<file path="config.mk">
export PLATFORM = sky130hd
export DESIGN_NAME = irq_nest_arb
export DESIGN_NICKNAME = d
export VERILOG_FILES = /design/src/rtl/irq_nest_pkg.sv /design/src/rtl/irq_nest_dp.sv /design/src/rtl/irq_nest_ctrl.sv /design/src/rtl/irq_nest_arb.sv
export SDC_FILE = /design/constraint.sdc
export NUM_CORES = 1
export LEC_CHECK = 0
export BUFFER_PORTS_ARGS = -buffer_cell sky130_fd_sc_hd__clkbuf_2
export CAP_MARGIN = 40
export CORE_ASPECT_RATIO = 0.9
export CORE_MARGIN = 10
export CORE_UTILIZATION = 40
export DETAILED_ROUTE_END_ITERATION = 7
export PLACE_DENSITY_LB_ADDON = 0.3
export SETUP_SLACK_MARGIN = 0.4
export SLEW_MARGIN = 0
export SYNTH_ARGS = -nofsm -noshare
export SYNTH_HDL_FRONTEND = slang
export SYNTH_SLANG_ARGS = --single-unit
</file>
<file path="constraint.sdc">
create_clock -name clk -period 2 [get_ports clk]
set_input_delay 0.3 -clock clk [delete_from_list [all_inputs] [get_ports clk]]
set_output_delay 0.3 -clock clk [all_outputs]
set_load 0.005 [all_outputs]
</file>
<file path="src/rtl/irq_nest_pkg.sv">
package irq_nest_pkg;

  localparam int NUM_SLOTS = 10;
  localparam int IDX_W     = $clog2(NUM_SLOTS);
  localparam int REG_W     = 8;

  // Polling slots, earliest first; the order is the tie-break within a level.
  localparam int SLOT_EXT0 = 0;
  localparam int SLOT_SER2 = 1;
  localparam int SLOT_TMR0 = 2;
  localparam int SLOT_I2C  = 3;
  localparam int SLOT_EXT1 = 4;
  localparam int SLOT_TMR1 = 6;
  localparam int SLOT_SER1 = 8;
  localparam int SLOT_TMR2 = 9;

  localparam logic [NUM_SLOTS-1:0] RSVD_MASK = NUM_SLOTS'((1 << 5) | (1 << 7));

  localparam logic [1:0] ADDR_MAIN_EN  = 2'd0;
  localparam logic [1:0] ADDR_MAIN_PRI = 2'd1;
  localparam logic [1:0] ADDR_EXT_EN   = 2'd2;
  localparam logic [1:0] ADDR_EXT_PRI  = 2'd3;

  localparam logic [REG_W-1:0] MAIN_EN_MASK  = 8'hBF;
  localparam logic [REG_W-1:0] MAIN_PRI_MASK = 8'h3F;
  localparam logic [REG_W-1:0] EXT_MASK      = 8'h12;

  typedef struct packed {
    logic loadGrant;  // capture the current winner into the grant register
    logic busyHi;     // high level in service
    logic busyLo;     // low level in service
  } ctrlToDp_t;

endpackage

</file>
<file path="src/rtl/irq_nest_dp.sv">
module irq_nest_dp
  import irq_nest_pkg::*;
#(
  parameter int SLOTS = NUM_SLOTS,
  parameter int IW    = IDX_W,
  parameter int RW    = REG_W
) (
  input  logic             clk,
  input  logic             rstN,
  input  logic             regWrEn,
  input  logic [1:0]       regAddr,
  input  logic [RW-1:0]    regWrData,
  output logic [RW-1:0]    regRdData,
  input  logic [SLOTS-1:0] rawSlots,
  input  ctrlToDp_t        ctl,
  output logic             winValid,
  output logic [IW-1:0]    grantIdx,
  output logic             grantHi
);

  logic [RW-1:0]    mainEnQ, mainPriQ, extEnQ, extPriQ;
  logic [SLOTS-1:0] slotEn, slotPri, pend, hiCand, loCand;
  logic [IW-1:0]    winIdx;
  logic             winHi;

  function automatic logic [IW-1:0] firstSet(input logic [SLOTS-1:0] v);
    logic [IW-1:0] r;
    r = '0;
    for (int i = SLOTS - 1; i >= 0; i--) begin
      if (v[i]) r = IW'(i);
    end
    return r;
  endfunction

  always_ff @(posedge clk) begin
    if (!rstN) begin
      mainEnQ  <= '0;
      mainPriQ <= '0;
      extEnQ   <= '0;
      extPriQ  <= '0;
    end else if (regWrEn) begin
      case (regAddr)
        ADDR_MAIN_EN:  mainEnQ  <= regWrData & MAIN_EN_MASK;
        ADDR_MAIN_PRI: mainPriQ <= regWrData & MAIN_PRI_MASK;
        ADDR_EXT_EN:   extEnQ   <= regWrData & EXT_MASK;
        default:       extPriQ  <= regWrData & EXT_MASK;
      endcase
    end
  end

  always_comb begin
    case (regAddr)
      ADDR_MAIN_EN:  regRdData = mainEnQ;
      ADDR_MAIN_PRI: regRdData = mainPriQ;
      ADDR_EXT_EN:   regRdData = extEnQ;
      default:       regRdData = extPriQ;
    endcase
  end

  // Spread register bits onto the polling slots.
  always_comb begin
    slotEn  = '0;
    slotPri = '0;
    slotEn[SLOT_EXT0] = mainEnQ[0];  slotPri[SLOT_EXT0] = mainPriQ[0];
    slotEn[SLOT_TMR0] = mainEnQ[1];  slotPri[SLOT_TMR0] = mainPriQ[1];
    slotEn[SLOT_EXT1] = mainEnQ[2];  slotPri[SLOT_EXT1] = mainPriQ[2];
    slotEn[SLOT_TMR1] = mainEnQ[3];  slotPri[SLOT_TMR1] = mainPriQ[3];
    slotEn[SLOT_SER1] = mainEnQ[4];  slotPri[SLOT_SER1] = mainPriQ[4];
    slotEn[SLOT_TMR2] = mainEnQ[5];  slotPri[SLOT_TMR2] = mainPriQ[5];
    slotEn[SLOT_SER2] = extEnQ[4];   slotPri[SLOT_SER2] = extPriQ[4];
    slotEn[SLOT_I2C]  = extEnQ[1];   slotPri[SLOT_I2C]  = extPriQ[1];
  end

  assign pend   = rawSlots & slotEn & ~RSVD_MASK & {SLOTS{mainEnQ[7]}};
  assign hiCand = pend & slotPri;
  assign loCand = pend & ~slotPri;

  always_comb begin
    winValid = 1'b0;
    winHi    = 1'b0;
    winIdx   = '0;
    if (!ctl.busyHi && |hiCand) begin
      winValid = 1'b1;
      winHi    = 1'b1;
      winIdx   = firstSet(hiCand);
    end else if (!ctl.busyHi && !ctl.busyLo && |loCand) begin
      winValid = 1'b1;
      winIdx   = firstSet(loCand);
    end
  end

  always_ff @(posedge clk) begin
    if (!rstN) begin
      grantIdx <= '0;
      grantHi  <= 1'b0;
    end else if (ctl.loadGrant) begin
      grantIdx <= winIdx;
      grantHi  <= winHi;
    end
  end

  AST_GRANT_NEEDS_GLOBAL: assert property (@(posedge clk) disable iff (!rstN)
    ctl.loadGrant |-> mainEnQ[7]);
  AST_GRANT_NOT_RESERVED: assert property (@(posedge clk) disable iff (!rstN)
    ctl.loadGrant |=> !RSVD_MASK[grantIdx]);
  AST_GRANT_SOURCE_ENABLED: assert property (@(posedge clk) disable iff (!rstN)
    ctl.loadGrant |=> slotEn[grantIdx]);
  AST_HIGH_OUTRANKS_LOW: assert property (@(posedge clk) disable iff (!rstN)
    ctl.loadGrant && (|hiCand) |=> grantHi);

endmodule

</file>
<file path="src/rtl/irq_nest_ctrl.sv">
module irq_nest_ctrl
  import irq_nest_pkg::*;
(
  input  logic      clk,
  input  logic      rstN,
  input  logic      winValid,
  input  logic      grantHi,
  input  logic      irqAck,
  input  logic      irqRet,
  output logic      irqReq,
  output ctrlToDp_t ctl
);

  logic reqQ, busyHiQ, busyLoQ;
  logic busyHiD, busyLoD;
  logic ackTake, loadGrant;

  assign loadGrant = !reqQ && winValid;
  assign ackTake   = reqQ && irqAck;

  always_comb begin
    busyHiD = busyHiQ;
    busyLoD = busyLoQ;
    if (irqRet) begin
      if (busyHiQ) busyHiD = 1'b0;
      else         busyLoD = 1'b0;
    end
    if (ackTake) begin
      if (grantHi) busyHiD = 1'b1;
      else         busyLoD = 1'b1;
    end
  end

  always_ff @(posedge clk) begin
    if (!rstN) begin
      reqQ    <= 1'b0;
      busyHiQ <= 1'b0;
      busyLoQ <= 1'b0;
    end else begin
      busyHiQ <= busyHiD;
      busyLoQ <= busyLoD;
      if (loadGrant)    reqQ <= 1'b1;
      else if (ackTake) reqQ <= 1'b0;
    end
  end

  assign irqReq        = reqQ;
  assign ctl.loadGrant = loadGrant;
  assign ctl.busyHi    = busyHiQ;
  assign ctl.busyLo    = busyLoQ;

  AST_REQ_HELD: assert property (@(posedge clk) disable iff (!rstN)
    reqQ && !irqAck |=> reqQ);
  AST_ACK_DROPS_REQ: assert property (@(posedge clk) disable iff (!rstN)
    reqQ && irqAck |=> !reqQ);
  AST_ACK_MARKS_HIGH: assert property (@(posedge clk) disable iff (!rstN)
    reqQ && irqAck && grantHi |=> busyHiQ);
  AST_ACK_MARKS_LOW: assert property (@(posedge clk) disable iff (!rstN)
    reqQ && irqAck && !grantHi |=> busyLoQ);
  AST_HIGH_NEVER_PREEMPTED: assert property (@(posedge clk) disable iff (!rstN)
    $rose(reqQ) |-> !$past(busyHiQ));
  AST_LOW_WAITS_LOW: assert property (@(posedge clk) disable iff (!rstN)
    $rose(reqQ) && !grantHi |-> !$past(busyLoQ));
  AST_RET_UNWINDS_INNER: assert property (@(posedge clk) disable iff (!rstN)
    irqRet && busyHiQ && !(reqQ && irqAck) |=> !busyHiQ && (busyLoQ == $past(busyLoQ)));

endmodule

</file>
<file path="src/rtl/irq_nest_arb.sv">
module irq_nest_arb
  import irq_nest_pkg::*;
(
  input  logic             clk,
  input  logic             rstN,
  input  logic             regWrEn,
  input  logic [1:0]       regAddr,
  input  logic [REG_W-1:0] regWrData,
  output logic [REG_W-1:0] regRdData,
  input  logic             extInt0,
  input  logic             extInt1,
  input  logic             tmr0Flag,
  input  logic             tmr1Flag,
  input  logic             tmr2Ovf,
  input  logic             tmr2Ext,
  input  logic             ser1RxDone,
  input  logic             ser1TxDone,
  input  logic             ser2RxDone,
  input  logic             ser2TxDone,
  input  logic             i2cFlag,
  input  logic             irqAck,
  input  logic             irqRet,
  output logic             irqReq,
  output logic [IDX_W-1:0] irqIdx
);

  logic [NUM_SLOTS-1:0] rawSlots;
  ctrlToDp_t            ctl;
  logic                 winValid, grantHi;

  always_comb begin
    rawSlots            = '0;
    rawSlots[SLOT_EXT0] = extInt0;
    rawSlots[SLOT_SER2] = ser2RxDone | ser2TxDone;
    rawSlots[SLOT_TMR0] = tmr0Flag;
    rawSlots[SLOT_I2C]  = i2cFlag;
    rawSlots[SLOT_EXT1] = extInt1;
    rawSlots[SLOT_TMR1] = tmr1Flag;
    rawSlots[SLOT_SER1] = ser1RxDone | ser1TxDone;
    rawSlots[SLOT_TMR2] = tmr2Ovf | tmr2Ext;
  end

  irq_nest_dp u_dp (
    .clk       (clk),
    .rstN      (rstN),
    .regWrEn   (regWrEn),
    .regAddr   (regAddr),
    .regWrData (regWrData),
    .regRdData (regRdData),
    .rawSlots  (rawSlots),
    .ctl       (ctl),
    .winValid  (winValid),
    .grantIdx  (irqIdx),
    .grantHi   (grantHi)
  );

  irq_nest_ctrl u_ctrl (
    .clk      (clk),
    .rstN     (rstN),
    .winValid (winValid),
    .grantHi  (grantHi),
    .irqAck   (irqAck),
    .irqRet   (irqRet),
    .irqReq   (irqReq),
    .ctl      (ctl)
  );

  AST_IDX_STABLE: assert property (@(posedge clk) disable iff (!rstN)
    irqReq && !irqAck |=> $stable(irqIdx));

endmodule

</file>
==> metrics.yaml <==
run:
  max-cap-violations: 0
synthesis:
  netlist_area_mm2: 0.001466
  yosysTopAreaCell: "dfxtp_1"
  synth_edf_count: 0
  ys_seq_area_share_pct: 34.13
  synthTopCellsByCount: "dfxtp_1 (25), mux2i_1 (21), nor2b_1 (19)"
  yosysWarnings: 0
  synth_cell_type_count: 42
  postSynthAreaPerCell_um2: 9.223
  ys_ff_latch: 25
  synth_most_common_cell: "dfxtp_1"
  synth_nets: 185
  ys.flop_type: "dfxtp_1"
  synth.top_cell.area_share_pct: 34.13
  postSynthCellCount: 159
  synth_area_leaders: "dfxtp_1 (34%), mux2i_1 (14%), nor2b_1 (8.1%), o21ai_0 (3.4%), nor2_1 (3.3%)"
  ys_async_sr_fraction_pct: 0
timing:
  rsz0062_at_grt: "yes"
  max_freq_ghz: 0.5567
  fin_skew_ns: 0.004098
  hold_viol: 0
  setup_tns_ns: 0
  slew_violations: 0
  min_period_ns: 1.796
  period_share_pct: 89.82
  finalSetupViolCount: 0
cts:
  insertion_delay_ns: 0.27
  cts_max_level: 1
  cts.reportedPaths.clkPinSlew_ns: 0.09
  clock_tree.buffer_depth: 2
  numCtsBuffers: 3
  cts-root-buf: "clkbuf_8"
  clock-sinks: 25
  cts_tree: "built"
detailed_routing:
  wirelength_um: 4555
  vias_per_cell: 5.721
  postRouteAntennaNets: 0
  drc_errors: 0
  vias: 1476
  first_iter_violations: 171
  wl_per_cell_um: 17.66
  drt-pass1-iter-count: 4
critical_path:
  crit_path_end_kind: "flop"
  crit_end: "u_dp.grantHi$_SDFFE_PN0P_"
  path_delay_family: "simple AND/OR/NAND/NOR gates"
  timing.rr.end: "u_dp.grantHi$_SDFFE_PN0P_"
  arrival_ns: 2.00
  path_max_fanout: 6
  path_buf_inv: 2
  path_cells: "nand4_1 -> nand4b_4 -> nor3_4 -> buf_4 -> buf_4 -> or2_2 -> a21boi_1"
  worstPathRequired_ns: 2.20
  crit_path_frequent_cell: "buf_4"
  cp.depth: 7
  cpPeakStageDelay_ns: 0.50
  reg2reg_from: "u_dp.mainPriQ[0]$_SDFFE_PN0P_"
  startpoint: "u_dp.mainPriQ[0]$_SDFFE_PN0P_"
  r2r_slack_ns: 0.20
  path_class: "reg2reg"
  start_kind: "flop"
  slowest_stage: "dfxtp_1"
  r2r_cells: 7
floorplan:
  die_h_um: 77.44
  die-area_mm2: 0.006491
  top_level_ports: 39
  num_rows: 20
  die_x_um: 83.82
  start_util_pct: 42.46
  core_area_mm2: 0.003453
global_route:
  grt_start_max_net_pins: 26
  grt_antenna_before_repair: 0
  grt-ovfl-total: 0
  grt-busiest-layer: "met2"
  grt_pass1_wl_um: 7024
  met3_usage_pct: 3.445
  use_met2_pct: 21.29
  grt.total_usage_pct: 13.04
  grt_pass1_vias: 1419
  grt_use_met1_pct: 15.49
pwr:
  power_mw: 0.9645
  p_per_area_mw_per_mm2: 470.3
  p_leak_nw: 0.8575
  ir_drop_mv: 0.3058
finish:
  fin_cells: 258
  fillers: 285
  multi_input_area_mm2: 0.001047
  syn2layout_area_growth_pct: 39.85
  seq_area_um2: 509.2
  antenna-diode-count: 0
  final_core_utilization_pct: 59.38
  nets: 241
  drive_gt1_share_pct: 43.93
run_status:
  status: "complete, no violations"
place:
  place_hpwl_um: 3108
  place_congestion: 0.9045
  dp.cells: 236
  io_buffer_count: 36
worst_hold_path:
  hold_path_class: "in2reg"
==> flip-flops by register name, summed over array words and instances (netlist names) <==
name            flops
u_dp.mainPriQ       6
u_ctrl.irqReq       1
u_dp.extEnQ         2
u_dp.mainEnQ        7
u_dp.grantIdx       4
u_dp.extPriQ        2
u_ctrl.busyHiQ      1
u_ctrl.busyLoQ      1
u_dp.grantHi        1
==> tightest hold or removal path, cell delays in order <==
cell      delay [ns]
clkbuf_2        0.08
mux2i_1         0.06
nor2b_1         0.10
==> layout make-up <==
cell class / instances / area share (%)
clock buffers: 4 / 2.196
multi-input cells: 121 / 51.07
flip-flops and latches: 25 / 24.83
repair buffers: 60 / 18.49
well taps: 44 / 2.685
inverters: 4 / 0.7322
==> per-stage QoR <==
stage | setup WS [ns] | hold slack [ns] | cell area [um2]
final | 0.2036 | 0.2876 | 2051
after global routing | 0.1139 | 0.3110 | 2051
after CTS | 0.2794 | 0.2843 | 1928
after detailed placement | -0.08073 | 0.5151 | 1690
after global placement | 0.01727 | 0.4876 | 1690
after floorplan | 0.2961 | 0.4282 | 1466
==> cell families (layout without fill, tap and decap cells) <==
logic type | after synthesis | count (layout) | synth area share, %
AND/OR/NAND/NOR | 60 | 60 | 25.43
multiplexers | 23 | 23 | 17.41
buffers and inverters | 13 | 68 | 4.863
flip-flops | 25 | 25 | 34.13
AO/OA/AOI/OAI | 37 | 37 | 17.92
other | 1 | 1 | 0.2557
==> placed cells by master (no fill, tap or decap), drive strengths merged, types with 3 or more instances in the layout <==
master | netlist | routed
nor2 | 13 | 13
a21oi | 5 | 5
clkbuf | 5 | 40
o211ai | 3 | 3
mux2i | 21 | 21
o22ai | 5 | 5
inv | 4 | 4
buf | 4 | 24
dfxtp | 25 | 25
nand4 | 4 | 4
nand3 | 6 | 6
or2 | 3 | 3
o21ai | 12 | 12
nor2b | 19 | 19
==> worst min-delay path by stage <==
stage                                        end                 startpoint  cells past startpoint  slack (ns)
global placement       u_dp.grantHi$_SDFFE_PN0P_  u_dp.grantHi$_SDFFE_PN0P_                      2        0.49
finish              u_dp.mainEnQ[7]$_SDFFE_PN0P_               regWrData[7]                      3        0.29
CTS                 u_dp.mainEnQ[7]$_SDFFE_PN0P_               regWrData[7]                      3        0.28
floorplan            u_dp.extEnQ[1]$_SDFFE_PN0P_                       rstN                      1        0.43
detailed placement     u_dp.grantHi$_SDFFE_PN0P_  u_dp.grantHi$_SDFFE_PN0P_                      2        0.52
global route        u_dp.mainEnQ[3]$_SDFFE_PN0P_               regWrData[3]                      3        0.31
==> repair_timing <==
item,CTS,global route
endpoints found under the setup margin,7,7
pin swaps,13,6
gates resized for setup,25,18
setup buffers,13,5
hold buffers,0,0
hold endpoints to repair,0,0
==> where the power goes <==
part / switching [mW] / total (mW) / internal [mW]
registers: 0.0211 / 0.532 / 0.511
clock network: 0.165 / 0.308 / 0.143
logic: 0.0617 / 0.124 / 0.0623
total: 0.248 / 0.964 / 0.716
==> routing by layer <==
metal / wire length [um] / part of all wire, % / up-vias
li1: - / - / 705
met1: 1938 / 43 / 714
met2: 2219 / 49 / 50
met3: 322 / 7.1 / 7
met4: 74 / 1.6 / 0
met5: 0 / 0 / -
No activity file was read; power rests on OpenSTA's default activity.
